File: src/rtl/acf_pkg.sv
package acf_pkg;
  localparam int ACT_W     = 256;
  localparam int ACT_H     = 192;
  localparam int CELL      = 8;
  localparam int COLS      = ACT_W / CELL;
  localparam int ADDR_W    = 13;
  localparam int ATTR_BASE = ACT_W * ACT_H / CELL;
  localparam int MAP_BYTES = ATTR_BASE + COLS * (ACT_H / CELL);
  localparam int CIDX_W    = 4;

  typedef struct packed {
    logic       ok;
    logic [4:0] fx;
    logic [7:0] fy;
  } tgt_t;

  typedef struct packed {
    logic valid;
    logic is_attr;
  } rd_tag_t;

  function automatic logic [ADDR_W-1:0] bitmap_addr(input logic [7:0] y, input logic [4:0] x);
    return {y[7:6], y[2:0], y[5:3], x};
  endfunction

  function automatic logic [ADDR_W-1:0] attr_addr(input logic [7:0] y, input logic [4:0] x);
    return ADDR_W'(ATTR_BASE) + {3'b000, y[7:3], x};
  endfunction

  function automatic logic [CIDX_W-1:0] cell_colour(input logic b, input logic [7:0] at);
    return {at[6], (b ? at[2:0] : at[5:3])};
  endfunction
endpackage

File: src/rtl/acf_raster.sv
module acf_raster #(
  parameter int H_TOTAL = 448,
  parameter int V_TOTAL = 312,
  localparam int HW = $clog2(H_TOTAL),
  localparam int VW = $clog2(V_TOTAL)
) (
  input  logic          clk,
  input  logic          rst,
  output logic [HW-1:0] hc,
  output logic [VW-1:0] vc,
  output logic [HW-1:0] hc_nxt,
  output logic [VW-1:0] vc_nxt,
  output logic          line_wrap
);
  assign line_wrap = (hc == HW'(H_TOTAL - 1));

  always_comb begin
    hc_nxt = line_wrap ? '0 : hc + 1'b1;
    vc_nxt = vc;
    if (line_wrap) vc_nxt = (vc == VW'(V_TOTAL - 1)) ? '0 : vc + 1'b1;
  end

  always_ff @(posedge clk) begin
    if (rst) begin
      hc <= '0;
      vc <= VW'(V_TOTAL - 1);
    end else begin
      hc <= hc_nxt;
      vc <= vc_nxt;
    end
  end

  assert_line_length_R2: assert property (@(posedge clk) disable iff (rst)
    line_wrap |=> (hc == '0));
  assert_line_advance_R2: assert property (@(posedge clk) disable iff (rst)
    (line_wrap && vc != VW'(V_TOTAL - 1)) |=> (vc == $past(vc) + 1'b1));
  assert_counter_range_R2: assert property (@(posedge clk) disable iff (rst)
    (hc < HW'(H_TOTAL)) && (vc < VW'(V_TOTAL)));
endmodule

File: src/rtl/acf_fetch_seq.sv
module acf_fetch_seq
  import acf_pkg::*;
#(
  parameter int H_TOTAL = 448,
  parameter int V_TOTAL = 312,
  localparam int HW = $clog2(H_TOTAL),
  localparam int VW = $clog2(V_TOTAL),
  localparam int SW = HW - 3,
  localparam int SLOTS = H_TOTAL / CELL
) (
  input  logic              clk,
  input  logic              rst,
  input  logic [HW-1:0]     hc,
  input  logic [VW-1:0]     vc,
  input  logic [HW-1:0]     hc_nxt,
  input  logic [VW-1:0]     vc_nxt,
  output logic              rd_en,
  output logic [ADDR_W-1:0] rd_addr,
  output logic              cpu_ce,
  output logic              cap_bm,
  output logic              cap_at,
  output logic              load_cell
);
  // Cell targeted by the 8-clock slot holding position (h, v): the next cell in raster order.
  function automatic tgt_t aim(input logic [HW-1:0] h, input logic [VW-1:0] v);
    logic [SW-1:0] s;
    logic [SW-1:0] nx;
    logic [VW-1:0] ny;
    tgt_t t;
    s = h[HW-1:3];
    if (s == SW'(SLOTS - 1)) begin
      nx = '0;
      ny = (v == VW'(V_TOTAL - 1)) ? '0 : v + 1'b1;
    end else begin
      nx = s + 1'b1;
      ny = v;
    end
    t.ok = (nx < SW'(COLS)) && (ny < VW'(ACT_H));
    t.fx = nx[4:0];
    t.fy = ny[7:0];
    return t;
  endfunction

  tgt_t    cur_t, nxt_t;
  rd_tag_t tag_q;
  logic    slot_busy_nxt;

  assign cur_t   = aim(hc, vc);
  assign nxt_t   = aim(hc_nxt, vc_nxt);
  assign rd_en   = cur_t.ok && (hc[2:1] == 2'b00);
  assign rd_addr = hc[0] ? attr_addr(cur_t.fy, cur_t.fx) : bitmap_addr(cur_t.fy, cur_t.fx);

  assign slot_busy_nxt = nxt_t.ok && (hc_nxt[2:1] == 2'b00);
  assign cap_bm    = tag_q.valid && !tag_q.is_attr;
  assign cap_at    = tag_q.valid && tag_q.is_attr;
  assign load_cell = (hc[2:0] == 3'd7);

  always_ff @(posedge clk) begin
    if (rst) begin
      cpu_ce <= 1'b1;
      tag_q  <= '0;
    end else begin
      cpu_ce        <= !slot_busy_nxt;
      tag_q.valid   <= rd_en;
      tag_q.is_attr <= hc[0];
    end
  end

  assert_ce_withheld_R8: assert property (@(posedge clk) disable iff (rst)
    rd_en |-> !cpu_ce);
  assert_ce_released_R8: assert property (@(posedge clk) disable iff (rst)
    !rd_en |-> cpu_ce);
  assert_attr_follows_R4: assert property (@(posedge clk) disable iff (rst)
    (rd_en && !hc[0]) |=> (rd_en && rd_addr >= ADDR_W'(ATTR_BASE)));
  assert_addr_in_map_R10: assert property (@(posedge clk) disable iff (rst)
    rd_en |-> (rd_addr < ADDR_W'(MAP_BYTES)));
endmodule

File: src/rtl/acf_serializer.sv
module acf_serializer
  import acf_pkg::*;
(
  input  logic              clk,
  input  logic              rst,
  input  logic [7:0]        rd_data,
  input  logic              cap_bm,
  input  logic              cap_at,
  input  logic              load_cell,
  input  logic              disp_on,
  output logic              de,
  output logic [CIDX_W-1:0] pix
);
  logic [7:0] bm_buf, at_buf, shreg, at_cur;
  logic       px_bit;

  assign px_bit = shreg[7];

  always_ff @(posedge clk) begin
    if (rst) begin
      bm_buf <= '0;
      at_buf <= '0;
      shreg  <= '0;
      at_cur <= '0;
      de     <= 1'b0;
      pix    <= '0;
    end else begin
      if (cap_bm) bm_buf <= rd_data;
      if (cap_at) at_buf <= rd_data;
      if (load_cell) begin
        shreg  <= bm_buf;
        at_cur <= at_buf;
      end else begin
        shreg <= {shreg[6:0], 1'b0};
      end
      de  <= disp_on;
      pix <= disp_on ? cell_colour(px_bit, at_cur) : '0;
    end
  end

  assert_blank_is_zero_R9: assert property (@(posedge clk) disable iff (rst)
    !de |-> (pix == '0));
  assert_attr_after_bitmap_R5: assert property (@(posedge clk) disable iff (rst)
    cap_at |-> $past(cap_bm));
  assert_single_capture_R5: assert property (@(posedge clk) disable iff (rst)
    $onehot0({cap_bm, cap_at}));
endmodule

File: src/rtl/attr_cell_fetch.sv
module attr_cell_fetch
  import acf_pkg::*;
#(
  parameter int H_TOTAL = 448,
  parameter int V_TOTAL = 312
) (
  input  logic        clk,
  input  logic        rst,
  input  logic [7:0]  rd_data,
  output logic        rd_en,
  output logic [12:0] rd_addr,
  output logic        cpu_ce,
  output logic        de,
  output logic [3:0]  pix
);
  localparam int HW = $clog2(H_TOTAL);
  localparam int VW = $clog2(V_TOTAL);

  logic [HW-1:0] hc, hc_nxt;
  logic [VW-1:0] vc, vc_nxt;
  logic          line_wrap, cap_bm, cap_at, load_cell, disp_on;

  assign disp_on = (hc < HW'(ACT_W)) && (vc < VW'(ACT_H));

  acf_raster #(.H_TOTAL(H_TOTAL), .V_TOTAL(V_TOTAL)) u_raster (
    .clk(clk), .rst(rst), .hc(hc), .vc(vc),
    .hc_nxt(hc_nxt), .vc_nxt(vc_nxt), .line_wrap(line_wrap)
  );

  acf_fetch_seq #(.H_TOTAL(H_TOTAL), .V_TOTAL(V_TOTAL)) u_fetch (
    .clk(clk), .rst(rst), .hc(hc), .vc(vc), .hc_nxt(hc_nxt), .vc_nxt(vc_nxt),
    .rd_en(rd_en), .rd_addr(rd_addr), .cpu_ce(cpu_ce),
    .cap_bm(cap_bm), .cap_at(cap_at), .load_cell(load_cell)
  );

  acf_serializer u_ser (
    .clk(clk), .rst(rst), .rd_data(rd_data), .cap_bm(cap_bm), .cap_at(cap_at),
    .load_cell(load_cell), .disp_on(disp_on), .de(de), .pix(pix)
  );

  assert_load_on_cell_edge_R10: assert property (@(posedge clk) disable iff (rst)
    (disp_on && hc[2:0] == 3'd0) |-> $past(load_cell));
  assert_wrap_is_slot_end_R2: assert property (@(posedge clk) disable iff (rst)
    line_wrap |-> load_cell);
endmodule

File: config.mk
export PLATFORM = sky130hd
export DESIGN_NAME = attr_cell_fetch
export DESIGN_NICKNAME = d
export VERILOG_FILES = /design/src/rtl/acf_pkg.sv /design/src/rtl/acf_raster.sv /design/src/rtl/acf_fetch_seq.sv /design/src/rtl/acf_serializer.sv /design/src/rtl/attr_cell_fetch.sv
export SDC_FILE = /design/constraint.sdc
export NUM_CORES = 1
export LEC_CHECK = 0
export BUFFER_PORTS_ARGS = -buffer_cell sky130_fd_sc_hd__clkbuf_2
export CELL_PAD_IN_SITES_DETAIL_PLACEMENT = 0
export CELL_PAD_IN_SITES_GLOBAL_PLACEMENT = 2
export CORE_ASPECT_RATIO = 0.5
export CORE_MARGIN = 2
export CORE_UTILIZATION = 31
export DETAILED_ROUTE_END_ITERATION = 8
export PLACE_DENSITY = 0.75
export SYNTH_ARGS = -nofsm -noshare
export SYNTH_HDL_FRONTEND = slang
export SYNTH_SLANG_ARGS = --single-unit
export TNS_END_PERCENT = 10
File: constraint.sdc
create_clock -name clk -period 2.3 [get_ports clk]
set_clock_uncertainty 0.2 [all_clocks]
set_input_delay 0.345 -clock clk [delete_from_list [all_inputs] [get_ports clk]]
set_output_delay 0.345 -clock clk [all_outputs]
set_load 0.005 [all_outputs]
# After elaboration in Yosys (flattened, before gate mapping)
# Index checks and enable logic that the tools add are counted.
dict set report classes {
  div 0
  addsub 6
  muxes 11
  eq_ne 6
  reduce_logical 14
  magnitude_cmp 6
  n_bitwise 2
  mul 0
  n_shift 0
}
# cell n
set ops {}
lappend ops {{9-bit two-way mux} 6}
lappend ops {{9-bit by 1-bit adder with 9-bit output, second input constant} 3}
lappend ops {{9-bit equality test, second input constant} 3}
lappend ops {{9-bit by 8-bit less-than comparator with 1-bit output, second input constant} 3}
lappend ops {{12-bit by 11-bit adder with 13-bit output, first input constant} 1}
lappend ops {{13-bit two-way mux} 1}
lappend ops {{6-bit by 1-bit adder with 6-bit output, second input constant} 2}
lappend ops {{6-bit equality test, second input constant} 2}
lappend ops {{6-bit less-than comparator, second input constant} 2}
lappend ops {{6-bit two-way mux} 2}
lappend ops {{9-bit less-than comparator, second input constant} 1}
lappend ops {{8-bit two-way mux} 1}
lappend ops {{1-bit logical AND} 7}
lappend ops {{2-bit OR reduction} 3}
lappend ops {{2-bit logical NOT} 2}
lappend ops {{3-bit equality test, second input constant} 1}
lappend ops {{3-bit two-way mux} 1}
lappend ops {{1-bit logical NOT} 2}
lappend ops {{1-bit inverter} 2}
dict set report word_totals {
  mem_count 0
  register_bits 56
  wordCells 58
  in_bits 10
  mem_bits_rw 0
  mem_bits_ro 0
  output_inout_bits 20
  latchBits 0
}

# Logic depth before layout (Yosys ltp)
# Gate-level depths: netlist of run 1.
dict set report logic_depth {
  depth_word 10
  ltp_mapped 9
}

# By module
# Synthesis of run 1 repeated with hierarchy kept, for this count alone.
dict set report unflattened {
  hier_cells 327
  hier_area_um2 2887.8
}
# module seq_area_each_um2 area_per_inst_um2 instances cells_per_inst
set by_module_without_submodules {}
lappend by_module_without_submodules {acf_serializer 700.7 1222.4 1 111}
lappend by_module_without_submodules {acf_raster 360.3 980.9 1 118}
lappend by_module_without_submodules {acf_fetch_seq 60.1 671.9 1 97}
lappend by_module_without_submodules {attr_cell_fetch 0.0 12.5 1 1}

# Worst setup path after synthesis of run 1
# Ideal clock, no wire load.
dict set report synth_path {
  kind {register -> register}
  start {reg u_raster.hc[1]}
  end {reg u_fetch.cpu_ce}
  synth_period_minus_slack_ns 2.366
  path_slack_ns -0.066
  required_time_ns 1.972
  arrival_ns 2.038
  n_path_buf 1
  stages_incl_launch_ff 10
  path_cell_list {dfxtp_1 > ha_1 > nand4_1 > or2_1 > buf_6 > o21ba_1 > a31o_1 > or3_1 > o31ai_1 > o211ai_1}
}
dict set report synth_between {
  elab_chain_len 9
}
# element line
set synth_rtl {}
lappend synth_rtl {{start: declaration} acf_raster.sv:9} ;# output logic [HW-1:0] hc,
lappend synth_rtl {{start signal: assignment} acf_raster.sv:28} ;# hc <= hc_nxt;
lappend synth_rtl {{parallel branches: the longest is 7 deep, another holds 9-bit by 1-bit adder with 9-bit output} n/a}
lappend synth_rtl {{1-bit logical AND (*)} acf_fetch_seq.sv:53} ;# assign slot_busy_nxt = nxt_t.ok && (hc_nxt[2:1] == 2'b00);
lappend synth_rtl {{1-bit logical NOT (*)} acf_fetch_seq.sv:63} ;# cpu_ce <= !slot_busy_nxt;
lappend synth_rtl {{end signal: assignment} acf_fetch_seq.sv:63}
lappend synth_rtl {{end: declaration} acf_fetch_seq.sv:19} ;# output logic cpu_ce,
# Every way passes the cells marked *.
# A chain may end at the register's enable or synchronous reset.

# Final worst setup path of run 1
dict set report layout_path {
  start {reg u_raster.vc[1]}
  end {out rd_en}
}
dict set report layout_between {
  elab_chain_len 6
}
# element line
set layout_rtl {}
lappend layout_rtl {{start: declaration} acf_raster.sv:10} ;# output logic [VW-1:0] vc,
lappend layout_rtl {{start signal: assignment} acf_raster.sv:26} ;# vc <= VW'(V_TOTAL - 1);
lappend layout_rtl {{start signal: assignment} acf_raster.sv:29} ;# vc <= vc_nxt;
lappend layout_rtl {{9-bit by 1-bit adder with 9-bit output or 9-bit equality test (tied branches)} acf_fetch_seq.sv:33} ;# ny = (v == VW'(V_TOTAL - 1)) ? '0 : v + 1'b1;
lappend layout_rtl {{9-bit two-way mux} acf_fetch_seq.sv:33}
lappend layout_rtl {{9-bit two-way mux (*)} acf_fetch_seq.sv:31} ;# if (s == SW'(SLOTS - 1)) begin
lappend layout_rtl {{9-bit by 8-bit less-than comparator with 1-bit output (*)} acf_fetch_seq.sv:38} ;# t.ok = (nx < SW'(COLS)) && (ny < VW'(ACT_H));
lappend layout_rtl {{1-bit logical AND (*)} acf_fetch_seq.sv:38}
lappend layout_rtl {{1-bit logical AND (*)} acf_fetch_seq.sv:50} ;# assign rd_en = cur_t.ok && (hc[2:1] == 2'b00);
lappend layout_rtl {{end: declaration} attr_cell_fetch.sv:10} ;# output logic rd_en,
# Mark *: on every way between the ends. The rest lies on a longest branch, timed or not.

==> out/qor.json, run 1 <==
{
  "status": {
    "outcome": "finished with violations",
    "failed_checks": "setup timing"
  },
  "critical_path": {
    "setup.reg_to_reg.worst_slack_ns": -0.12,
    "worstRegToRegCells": 10,
    "crit_required_ns": 1.75,
    "worst-endpoint-arrival_ns": 2.04,
    "critPathCaptureType": "output port",
    "critPathLaunchType": "register",
    "worst_r2r_startpoint": "u_raster.vc[1]",
    "startpoint": "u_raster.vc[1]",
    "worst-path-max-fanout": 5,
    "critical_path_class": "register to output port",
    "timing.rr.end": "u_fetch.cpu_ce"
  },
  "grt": {
    "grt_pass1_vias": 2359,
    "grt_start_max_net_pins": 23,
    "grt_pass1_wl_um": 11430,
    "grt_overflow_total": 0,
    "antenna_found_initial": 0,
    "groute.usage.overall": 0.1503
  },
  "routing": {
    "ant_nets": 0,
    "vias_per_cell": 4.882,
    "wl_per_cell_um": 13.63,
    "number_of_drc_markers_after_the_initial_detailed_route_iteration": 71,
    "route.vias.total": 2397,
    "drt_drc_violations_left": 0,
    "firstDrtPassIters": 4,
    "drt-total-wl_um": 6693
  },
  "sta": {
    "slew_worst_pin_ns": 0.4973,
    "slew_headroom": 0.6678,
    "hold_viol": 0,
    "setup_slack_ns": -0.2853,
    "post-route-min-period_ns": 2.585,
    "post-route-period-util": 1.124,
    "timing.final.setup_violations": 8,
    "setup_repair_after_global_routing_missed_its_margin": "yes",
    "fmax_mhz": 386.8,
    "finalMaxSlewViolations": 0
  },
  "logic_synthesis": {
    "number_of_synthesized_flops_with_an_enable_pin": 0,
    "synth_nets": 336,
    "synth.yosys.seq_area_share": 0.4197,
    "synth_async_sr_flop_share": 0,
    "synth_seq_cells": 56,
    "synth.cell_area_um2": 2671,
    "synthesis.area_per_instance_um2": 8.296,
    "ys.flop_type": "sky130_fd_sc_hd__dfxtp_1",
    "postSynthCellCount": 322,
    "yosys.cell_types.count": 52,
    "ys_warn_count": 0
  },
  "die": {
    "floorplan.initialDensity": 0.3269,
    "pin_count": 30,
    "rows": 23,
    "fp.dieArea_um2": 9421,
    "die_x_um": 135.3,
    "fp.dieH_um": 69.64,
    "coreArea_um2": 8173
  },
  "finish": {
    "final_common_cell": "sky130_fd_sc_hd__dfxtp_1",
    "layout.nets": 392,
    "antenna-diode-count": 0,
    "final_layout_size_suffix_gt1_frac": 0.2823,
    "layout.filler_cells": 834,
    "layout-area-overhead-vs-synth_pct": 29.18,
    "most_frequent_cells_in_the_layout": "sky130_fd_sc_hd__dfxtp_1, sky130_fd_sc_hd__nand2_1, sky130_fd_sc_hd__buf_4",
    "final_core_util": 0.4222,
    "finish.cell_count_without_fillers": 491
  },
  "worst_hold_path": {
    "hold_path.class": "input pin to register",
    "hold_path.startpoint": "rd_data[0]",
    "holdPathEnd": "u_ser.bm_buf[0]",
    "whs_path_depth": 3
  },
  "pwr": {
    "total_power_consumption_of_the_routed_design_w": 0.001892,
    "pwr_density_cell_nw_per_um2": 548.4,
    "static-leakage-power_nw": 1.338,
    "worst_ir_drop_on_vdd_mv": 0.3091
  },
  "clocking": {
    "worst_setup_hold_path_clk_slew_ns": 0.08,
    "cts_tree": "built",
    "clkSinkCount": 56,
    "cts_made_buffers": 5,
    "clock_tree.htree_level_count": 2,
    "cts_root_buf": "sky130_fd_sc_hd__clkbuf_16",
    "clock_insertion_delay_worst_skew_ns": 0.30,
    "cts_buffer_depth": 2,
    "cts.hold.buffers_added": 0
  },
  "placed_design": {
    "dpl.hpwl_um": 5001,
    "port-buffer-count": 29,
    "final_gp_congestion": 0.8256,
    "dp.cells": 479
  },
  "run": {
    "timing.max_cap.violations": 0
  }
}
## synth_stat cells, drive strengths merged, types with 2 or more instances
cell type	count	area, um^2
o31ai	3	22.52
o2111ai	2	17.52
a31o	2	17.52
ha	4	50.05
dfxtp	56	1121
buf	7	47.54
xor2	9	78.83
nand4	5	31.28
a21o	2	16.27
mux2i	21	210.2
xnor2	2	17.52
nor3b	4	30.03
a21oi	22	110.1
and4	2	17.52
inv	2	7.510
nor2b	7	43.79
and3	3	18.77
o211ai	4	30.03
nand2	49	183.9
a32oi	2	17.52
nand4b	2	23.77
nor2	41	153.9
and2	2	12.51
nand2b	4	25.02
o21ai	7	35.03
clkbuf	19	72.56
nor3	5	30.03
nand3	18	90.09
## through the flow
step | hold WS [ns] | area, um^2 | setup WS, ns | setup TNS, ns
3_5_place_dp | 0.2457 | 3169 | -0.04488 | -0.04488
3_3_place_gp | 0.2408 | 3169 | 0.02311 | 0
2_1_floorplan | 0.2193 | 2689 | 0.02375 | 0
6_report | 0.08263 | 3451 | -0.2853 | -1.358
5_1_grt | 0.1041 | 3451 | -0.4067 | -2.497
4_1_cts | 0.07690 | 3396 | -0.2106 | -1.263
## what timing repair did
action | CTS | global route
endpoints found under the setup margin | 10 | 11
pin swaps | 5 | 6
hold endpoints to repair | 0 | 0
setup buffers | 3 | 1
gates resized for setup | 11 | 13
## final cells by class
class / instances / area, um^2 / share of cell area
clock buffer: 7 / 153.9 / 0.04460
clock inverter: 1 / 8.758 / 0.002538
inverter: 2 / 7.507 / 0.002175
multi-input combinational: 238 / 1511 / 0.4380
sequential: 56 / 1135 / 0.3289
tap: 112 / 140.1 / 0.04061
timing repair buffer: 75 / 494.2 / 0.1432
## metal layers
| metal | global-route usage | part of all wire | vias to the layer above |
|---|---|---|---|
| li1 | - | - | 1223 |
| met1 | 0.2036 | 0.52 | 1137 |
| met2 | 0.2386 | 0.44 | 30 |
| met3 | 0.03655 | 0.033 | 7 |
| met4 | 0.04167 | 0.010 | 0 |
| met5 | 0 | 0 | - |
## critical path, cell delays in order, from the launching register on
cell                       delay, ns
sky130_fd_sc_hd__dfxtp_2        0.36
sky130_fd_sc_hd__ha_4           0.15
sky130_fd_sc_hd__nor3b_4        0.18
sky130_fd_sc_hd__nand4_1        0.25
sky130_fd_sc_hd__nand2_1        0.14
sky130_fd_sc_hd__nand2_1        0.07
sky130_fd_sc_hd__a32oi_2        0.22
sky130_fd_sc_hd__o2111a_1       0.26
sky130_fd_sc_hd__buf_2          0.12
## sequential cells by signal, indices dropped and copies added, names as in the netlist
register,count
u_ser.de,1
u_ser.at_buf,7
u_fetch.tag_q,2
u_ser.at_cur,7
u_ser.bm_buf,8
u_ser.shreg,8
u_raster.vc,9
u_raster.hc,9
u_fetch.cpu_ce,1
u_ser.pix,4
## kinds of logic (layout without fill, tap and decap cells)
| kind of cell | Yosys count | count (layout) | share of synthesized area |
|---|---|---|---|
| DFF | 56 | 56 | 0.4197 |
| buffers and inverters | 28 | 85 | 0.04777 |
| xor gates and xnor gates | 11 | 11 | 0.03607 |
| AOI/OAI and AO/OA | 55 | 55 | 0.1377 |
| and+or+nand+nor | 147 | 147 | 0.2614 |
| adders and majority gates | 4 | 4 | 0.01874 |
| muxes | 21 | 21 | 0.07869 |
## power by group
| part | switching, W | internal (W) | total (W) |
|---|---|---|---|
| Clock | 0.000361 | 0.000475 | 0.000837 |
| Sequential | 0.00000636 | 0.000973 | 0.000980 |
| Combinational | 0.0000440 | 0.0000323 | 0.0000762 |
## worst max-delay path by stage
stage	end	slack (ns)	depth (start not counted)
4_1_cts	rd_en	-0.21	8
6_report	rd_en	-0.29	8
5_1_grt	rd_en	-0.41	8
2_1_floorplan	u_fetch.cpu_ce	0.02	9
3_5_place_dp	u_fetch.cpu_ce	-0.04	8
3_3_place_gp	u_fetch.cpu_ce	0.02	8
Note: power is estimated with default switching activity, not from simulation.
==> inputs of run 2 (changes only) <==
- HOLD_SLACK_MARGIN: not set -> 0.15
==> run 2 against run 1 <==
  * The run still ends with setup timing left
  * Wire length increased by 0.61%
  * Sequential cell count unchanged
  * Design area rose by 2.3%
  * Non-clock buffer count up 8
  * Register-to-register slack hardly changed
  * Sequential power about the same
  * First-iteration DRC count down 4.2%
  * Core utilization up 0.98 points
  * Clock power is essentially flat
  * Count of clock-buffer cells in the layout is the same
  * Global-route usage rose by 0.093 points
  * Sequential share of layout area shrank 0.75 points
==> out/qor.json, run 2 (same netlist as run 1, synthesis figures left out) <==
{
  "status": {
    "outcome": "finished with violations",
    "failed_checks": "setup timing"
  },
  "sta": {
    "finalMaxSlewViolations": {"value": 0, "change": "unchanged"},
    "post-route-min-period": {"value": 2.584, "unit": "ns", "change": "-0.0009360 ns"},
    "slew_headroom": {"value": 0.6705, "change": "+0.002709"},
    "fmax": {"value": 386.9, "unit": "MHz", "change": "about the same"},
    "setup_repair_after_global_routing_missed_its_margin": "yes",
    "fin_tns_setup": {"value": -1.355, "unit": "ns", "change": "+0.003170 ns"},
    "slew_worst_pin": {"value": 0.4932, "unit": "ns", "change": "-0.004055 ns"},
    "hold_viol": {"value": 0, "change": "unchanged"},
    "timing.final.setup_violations": {"value": 8, "change": "unchanged"},
    "setup_slack": {"value": -0.2844, "unit": "ns", "change": "+0.0009360 ns"},
    "post-route-period-util": {"value": 1.124, "change": "about the same"}
  },
  "critical_path": {
    "worst-path-max-fanout": {"value": 5, "change": "unchanged"},
    "crit_required": {"value": 1.75, "unit": "ns", "change": "about the same"},
    "timing.rr.end": "u_fetch.cpu_ce",
    "worst_r2r_startpoint": "u_raster.vc[1]",
    "setup.reg_to_reg.worst_slack": {"value": -0.12, "unit": "ns", "change": "about the same"},
    "worst-endpoint-arrival": {"value": 2.04, "unit": "ns", "change": "about the same"},
    "critPathCaptureType": "output port",
    "critPathLaunchType": "register",
    "critical_path_class": "register to output port",
    "worstRegToRegCells": {"value": 10, "change": "unchanged"}
  },
  "die": {
    "coreArea": {"value": 8173, "unit": "um^2", "change": "unchanged"},
    "rows": {"value": 23, "change": "unchanged"},
    "pin_count": {"value": 30, "change": "unchanged"},
    "fp.dieH": {"value": 69.64, "unit": "um", "change": "unchanged"},
    "floorplan.initialDensity": {"value": 0.3269, "change": "unchanged"},
    "die_x": {"value": 135.3, "unit": "um", "change": "unchanged"},
    "fp.dieArea": {"value": 9421, "unit": "um^2", "change": "unchanged"}
  },
  "routing": {
    "firstDrtPassIters": {"value": 4, "change": "unchanged"},
    "route.vias.total": {"value": 2431, "change": "+1.4%"},
    "vias_per_cell": {"value": 4.872, "change": "-0.21%"},
    "ant_nets": {"value": 0, "change": "unchanged"},
    "number_of_drc_markers_after_the_initial_detailed_route_iteration": {"value": 68, "change": "-4.2%"},
    "drt-total-wl": {"value": 6734, "unit": "um", "change": "+0.61%"},
    "wl_per_cell": {"value": 13.49, "unit": "um", "change": "-1.0%"},
    "drt_drc_violations_left": {"value": 0, "change": "unchanged"}
  },
  "grt": {
    "grt_pass1_wl": {"value": 11500, "unit": "um", "change": "+0.60%"},
    "grtUsageMet1": {"value": 0.2036, "change": "unchanged"},
    "groute.usage.overall": {"value": 0.1512, "change": "+0.0009324"},
    "grtUsageMet3": {"value": 0.03363, "change": "-0.002924"},
    "grt_pass1_vias": {"value": 2397, "change": "+1.6%"},
    "global_routing_usage_on_met2": {"value": 0.2442, "change": "+0.005640"},
    "grt_start_max_net_pins": {"value": 23, "change": "unchanged"},
    "antenna_found_initial": {"value": 0, "change": "unchanged"},
    "grt_overflow_total": {"value": 0, "change": "unchanged"},
    "globalRoute.busiestLayer": "met2"
  },
  "clocking": {
    "cts_tree": "built",
    "clock_tree.htree_level_count": {"value": 2, "change": "unchanged"},
    "cts_made_buffers": {"value": 5, "change": "unchanged"},
    "clock_insertion_delay_worst_skew": {"value": 0.30, "unit": "ns", "change": "about the same"},
    "cts_buffer_depth": {"value": 2, "change": "unchanged"},
    "worst_setup_hold_path_clk_slew": {"value": 0.08, "unit": "ns", "change": "about the same"},
    "cts_root_buf": "sky130_fd_sc_hd__clkbuf_16",
    "clkSinkCount": {"value": 56, "change": "unchanged"}
  },
  "pwr": {
    "worst_ir_drop_on_vdd": {"value": 0.3093, "unit": "mV", "change": "about the same"},
    "static-leakage-power": {"value": 1.371, "unit": "nW", "change": "+2.5%"},
    "pwr_density_cell": {"value": 539.1, "unit": "nW/um^2", "change": "-1.7%"}
  },
  "worst_hold_path": {
    "hold_path.class": "register to register",
    "holdPathEnd": "u_ser.bm_buf[6]",
    "whs_path_depth": {"value": 2, "change": "-1"},
    "hold_path.startpoint": "u_ser.bm_buf[6]"
  },
  "finish": {
    "final_common_cell": "sky130_fd_sc_hd__dfxtp_1",
    "antenna-diode-count": {"value": 0, "change": "unchanged"},
    "layout.filler_cells": {"value": 835, "change": "+0.12%"},
    "layout-area-overhead-vs-synth_pct": 32.18,
    "reg_top3": "u_raster.hc (9), u_raster.vc (9)",
    "most_frequent_cells_in_the_layout": "sky130_fd_sc_hd__dfxtp_1, sky130_fd_sc_hd__nand2_1, sky130_fd_sc_hd__buf_4",
    "layout.nets": {"value": 400, "change": "+2.0%"},
    "final_layout_size_suffix_gt1_frac": {"value": 0.2765, "change": "-0.005836"}
  },
  "placed_design": {
    "port-buffer-count": {"value": 29, "change": "unchanged"},
    "final_gp_congestion": {"value": 0.8256, "change": "unchanged"},
    "dpl.hpwl": {"value": 5001, "unit": "um", "change": "unchanged"},
    "pre_cts_slack": {"value": -0.04488, "unit": "ns", "change": "unchanged"}
  },
  "run": {
    "timing.max_cap.violations": {"value": 0, "change": "unchanged"}
  }
}
==> run 2: cell count changes in the layout (fill, tap and decap cells not counted) <==
| cell | previous run | this run |
|---|---|---|
| sky130_fd_sc_hd__dlygate4sd3_1 | 0 | 8 |
==> run 2: critical path, stage by stage, from the launching register on <==
cell,delay [ns]
sky130_fd_sc_hd__dfxtp_2,0.36
sky130_fd_sc_hd__ha_4,0.15
sky130_fd_sc_hd__nor3b_4,0.18
sky130_fd_sc_hd__nand4_1,0.25
sky130_fd_sc_hd__nand2_1,0.14
sky130_fd_sc_hd__nand2_1,0.07
sky130_fd_sc_hd__a32oi_2,0.22
sky130_fd_sc_hd__o2111a_1,0.26
sky130_fd_sc_hd__buf_2,0.12
==> run 2: stage by stage <==
| stage | area [um^2] | power (W) | instances | util | hold slack [ns] |
|---|---|---|---|---|---|
| final | 3531 | 0.001903 | 499 | 0.4320 | 0.2566 |
| after global routing | 3531 | 0.001976 | 499 | 0.4320 | 0.2764 |
| after CTS | 3476 | 0.001934 | 498 | 0.4253 | 0.2565 |
| after detailed placement | 3169 | 0.001081 | 479 | 0.3878 | 0.2457 |
| after global placement | 3169 | 0.001080 | 479 | 0.3878 | 0.2408 |
| after floorplan | 2689 | 0.001043 | 322 | - | 0.2193 |
==> run 2: layout make-up <==
type | count | area [um^2] | area share
Sequential cell | 56 | 1135 | 0.3214
Clock inverter | 1 | 8.758 | 0.002481
Multi-Input combinational cell | 238 | 1511 | 0.4281
Clock buffer | 7 | 153.9 | 0.04359
Tap cell | 112 | 140.1 | 0.03969
Timing Repair Buffer | 83 | 574.3 | 0.1627
Inverter | 2 | 7.507 | 0.002126
==> run 2: worst max path at each step <==
stage / end / start / depth (start not counted) / slack (ns)
4_1_cts: rd_en / u_raster.vc[0] / 8 / -0.21
6_report: rd_en / u_raster.vc[1] / 8 / -0.28
2_1_floorplan: u_fetch.cpu_ce / u_raster.hc[1] / 9 / 0.02
3_5_place_dp: u_fetch.cpu_ce / u_raster.vc[0] / 8 / -0.04
5_1_grt: rd_en / u_raster.vc[1] / 8 / -0.41
3_3_place_gp: u_fetch.cpu_ce / u_raster.hc[1] / 8 / 0.02
==> run 2: per-layer routing <==
layer  up-vias  share of wire
li1       1241              -
met1      1153           0.52
met2        30           0.44
met3         7          0.030
met4         0          0.010
met5         -              0
==> run 2: power breakdown <==
part / leakage (nW) / internal, W / switching (W)
clock: 0.0797 / 0.000475 / 0.000361
combinational: 0.838 / 0.0000410 / 0.0000459
sequential: 0.454 / 0.000973 / 0.00000630
total: 1.37 / 0.00149 / 0.000414
==> run 2: what timing repair did <==
action                                  in CTS  in global routing
pin swaps                                    5                  6
hold buffers                                 8                  0
buffers inserted                             3                  1
endpoints found under the hold margin       15                  0
resized for setup                           11                 13
endpoints found under the setup margin      10                 11
==> inputs of run 3 (changes only) <==
- CTS_CLUSTER_SIZE: not set -> 14
- clock period: 2.3 -> 2.1 ns (I/O delays scaled with it)
==> run 3 against run 2 <==
  * The run still ends with setup timing left
  * Via count grew 2.0%
  * Count of clock-buffer cells in the layout fell by 2
  * Die area is the same
  * Non-clock buffer count grew 13
  * Combinational power up 14%
  * Core utilization grew 1.3 points
  * First-iteration DRC count rose by 69%
  * Largest cell class unchanged
==> out/qor.json, run 3 (same netlist as run 1, synthesis figures left out) <==
{
  "critical_path": {
    "startpoint": "u_raster.vc[1]",
    "worst-endpoint-arrival": {"value": 1.93, "unit": "ns", "change": "-0.11 ns"},
    "timing.rr.end": "u_fetch.cpu_ce",
    "critPathLaunchType": "register",
    "worst-path-max-fanout": {"value": 5, "change": "unchanged"},
    "critical_path_class": "register to output port",
    "worstRegToRegCells": {"value": 9, "change": "-1"},
    "critPathCaptureType": "output port",
    "worst_r2r_startpoint": "u_raster.vc[0]",
    "crit_required": {"value": 1.58, "unit": "ns", "change": "-0.17 ns"},
    "cp-endpoint": "rd_en",
    "setup.reg_to_reg.worst_slack": {"value": -0.23, "unit": "ns", "change": "-0.11 ns"}
  },
  "die": {
    "rows": {"value": 23, "change": "unchanged"},
    "die_x": {"value": 135.3, "unit": "um", "change": "unchanged"},
    "coreArea": {"value": 8173, "unit": "um^2", "change": "unchanged"},
    "fp.dieArea": {"value": 9421, "unit": "um^2", "change": "unchanged"},
    "fp.dieH": {"value": 69.64, "unit": "um", "change": "unchanged"},
    "floorplan.initialDensity": {"value": 0.3269, "change": "unchanged"},
    "pin_count": {"value": 30, "change": "unchanged"}
  },
  "sta": {
    "hold_viol": {"value": 0, "change": "unchanged"},
    "timing.final.setup_violations": {"value": 10, "change": "+2"},
    "setup_slack": {"value": -0.3477, "unit": "ns", "change": "-0.06338 ns"},
    "slew_worst_pin": {"value": 0.5105, "unit": "ns", "change": "+0.01727 ns"},
    "post-route-min-period_ns": 2.448,
    "slew_headroom": {"value": 0.6590, "change": "-0.01154"},
    "setup_repair_after_global_routing_missed_its_margin": "yes",
    "post-route-period-util": 1.166,
    "holdWs": {"value": 0.1999, "unit": "ns", "change": "-0.05677 ns"},
    "fmax_mhz": 408.5,
    "finalMaxSlewViolations": {"value": 0, "change": "unchanged"}
  },
  "pwr": {
    "worst_ir_drop_on_vdd": {"value": 0.3241, "unit": "mV", "change": "+4.8%"},
    "pwr_density_cell": {"value": 557.5, "unit": "nW/um^2", "change": "+3.4%"},
    "static-leakage-power": {"value": 1.433, "unit": "nW", "change": "+4.5%"}
  },
  "finish": {
    "reg_top3": "u_raster.hc (9), u_raster.vc (9)",
    "final_area": {"value": 3635, "unit": "um^2", "change": "+2.9%"},
    "layout.filler_cells": {"value": 840, "change": "+0.60%"},
    "final_common_cell": "sky130_fd_sc_hd__buf_4",
    "multiInputGateArea": {"value": 1519, "unit": "um^2", "change": "+0.50%"},
    "most_frequent_cells_in_the_layout": "sky130_fd_sc_hd__buf_4, sky130_fd_sc_hd__dfxtp_1, sky130_fd_sc_hd__nand2_1",
    "layout-area-overhead-vs-synth_pct": 36.07,
    "antenna-diode-count": {"value": 0, "change": "unchanged"},
    "layout.nets": {"value": 413, "change": "+3.3%"},
    "ff_latch_area": {"value": 1132, "unit": "um^2", "change": "-0.22%"},
    "final_layout_size_suffix_gt1_frac": {"value": 0.3075, "change": "+0.03101"},
    "finish.cell_count_without_fillers": {"value": 512, "change": "+2.6%"}
  },
  "routing": {
    "vias_per_cell": {"value": 4.844, "change": "-0.57%"},
    "drt-total-wl": {"value": 6763, "unit": "um", "change": "+0.43%"},
    "firstDrtPassIters": {"value": 4, "change": "unchanged"},
    "drt_drc_violations_left": {"value": 0, "change": "unchanged"},
    "number_of_drc_markers_after_the_initial_detailed_route_iteration": {"value": 115, "change": "+69%"},
    "route.vias.total": {"value": 2480, "change": "+2.0%"},
    "wl_per_cell": {"value": 13.21, "unit": "um", "change": "-2.1%"},
    "ant_nets": {"value": 0, "change": "unchanged"}
  },
  "clocking": {
    "cts_root_buf": "sky130_fd_sc_hd__clkbuf_16",
    "clock_tree.htree_level_count": {"value": 2, "change": "unchanged"},
    "cts_buffer_depth": {"value": 2, "change": "unchanged"},
    "cts_tree": "built",
    "clock_insertion_delay_worst_skew": {"value": 0.29, "unit": "ns", "change": "about the same"},
    "cts_made_buffers": {"value": 5, "change": "unchanged"},
    "clkSinkCount": {"value": 56, "change": "unchanged"},
    "worst_setup_hold_path_clk_slew": {"value": 0.07, "unit": "ns", "change": "about the same"}
  },
  "grt": {
    "grt_pass1_vias": {"value": 2384, "change": "-0.54%"},
    "grt_overflow_total": {"value": 0, "change": "unchanged"},
    "groute.usage.overall": {"value": 0.1516, "change": "+0.0004426"},
    "grt_start_max_net_pins": {"value": 42, "change": "+83%"},
    "antenna_found_initial": {"value": 0, "change": "unchanged"},
    "grt_pass1_wl": {"value": 11410, "unit": "um", "change": "-0.78%"}
  },
  "worst_hold_path": {
    "hold_path.class": "input pin to register"
  },
  "placed_design": {
    "final_gp_congestion": {"value": 0.8500, "change": "+3.0%"},
    "dp.cells": {"value": 493, "change": "+2.9%"},
    "place_area": {"value": 3287, "unit": "um^2", "change": "+3.7%"},
    "dpl.hpwl": {"value": 4990, "unit": "um", "change": "-0.23%"},
    "pre_cts_slack": {"value": -0.2431, "unit": "ns", "change": "-0.1982 ns"},
    "port-buffer-count": {"value": 29, "change": "unchanged"}
  },
  "status": {
    "failed_checks": "setup timing",
    "outcome": "finished with violations"
  },
  "run": {
    "timing.max_cap.violations": {"value": 0, "change": "unchanged"}
  }
}
run 3: per-stage QoR:
step / power [W] / util / setup TNS (ns)
3_5_place_dp: 0.001187 / 0.4022 / -1.274
6_report: 0.002027 / 0.4447 / -2.509
4_1_cts: 0.002050 / 0.4438 / -2.371
2_1_floorplan: 0.001142 / - / -0.5663
3_3_place_gp: 0.001184 / 0.4022 / -0.4346
5_1_grt: 0.002106 / 0.4447 / -3.915
run 3: layer usage:
metal	up-vias	share of wire	track usage
met5	-	0	0
met4	0	0.012	0.05093
li1	1264	-	-
met1	1171	0.50	0.1981
met2	38	0.45	0.2482
met3	7	0.039	0.03363
run 3: repair_timing:
item	4_1_cts	5_1_grt
hold buffers	8	0
setup endpoints to repair	15	13
pin swaps	7	0
hold endpoints to repair	15	0
resized for setup	24	1
setup buffers	3	0
run 3: final cells by class:
class | count | area share
Clock buffer | 5 | 0.03442
Clock inverter | 3 | 0.006196
Inverter | 2 | 0.002065
Multi-Input combinational cell | 238 | 0.4179
Sequential cell | 56 | 0.3115
Tap cell | 112 | 0.03855
Timing Repair Buffer | 96 | 0.1893
run 3: how the worst min path moves through the flow:
stage / slack [ns] / endpoint / start / depth (start not counted)
after floorplan: 0.22 / u_ser.shreg[0] / u_ser.bm_buf[0] / 2
after global placement: 0.24 / u_ser.shreg[0] / u_ser.bm_buf[0] / 2
after detailed placement: 0.25 / u_ser.shreg[0] / u_ser.bm_buf[0] / 2
after CTS: 0.20 / u_raster.vc[7] / rst / 2
after global routing: 0.23 / u_raster.vc[7] / rst / 2
final: 0.20 / u_raster.vc[7] / rst / 2
run 3: where the power goes:
| group | internal, W | switching, W | leakage, nW |
|---|---|---|---|
| Clock | 0.000448 | 0.000406 | 0.0742 |
| Combinational | 0.0000467 | 0.0000522 | 0.906 |
| Sequential | 0.00107 | 0.00000709 | 0.453 |
| Total | 0.00156 | 0.000465 | 1.43 |
run 3: worst max-delay path, cell delays in order, from the launching register on:
cell and delay (ns):
sky130_fd_sc_hd__dfxtp_2 0.36, sky130_fd_sc_hd__ha_4 0.15, sky130_fd_sc_hd__nor3b_2 0.17, sky130_fd_sc_hd__nand4_1 0.23
sky130_fd_sc_hd__nand2_1 0.12, sky130_fd_sc_hd__nand2_1 0.07, sky130_fd_sc_hd__a32oi_2 0.20, sky130_fd_sc_hd__o2111a_1 0.23
sky130_fd_sc_hd__clkbuf_2 0.12
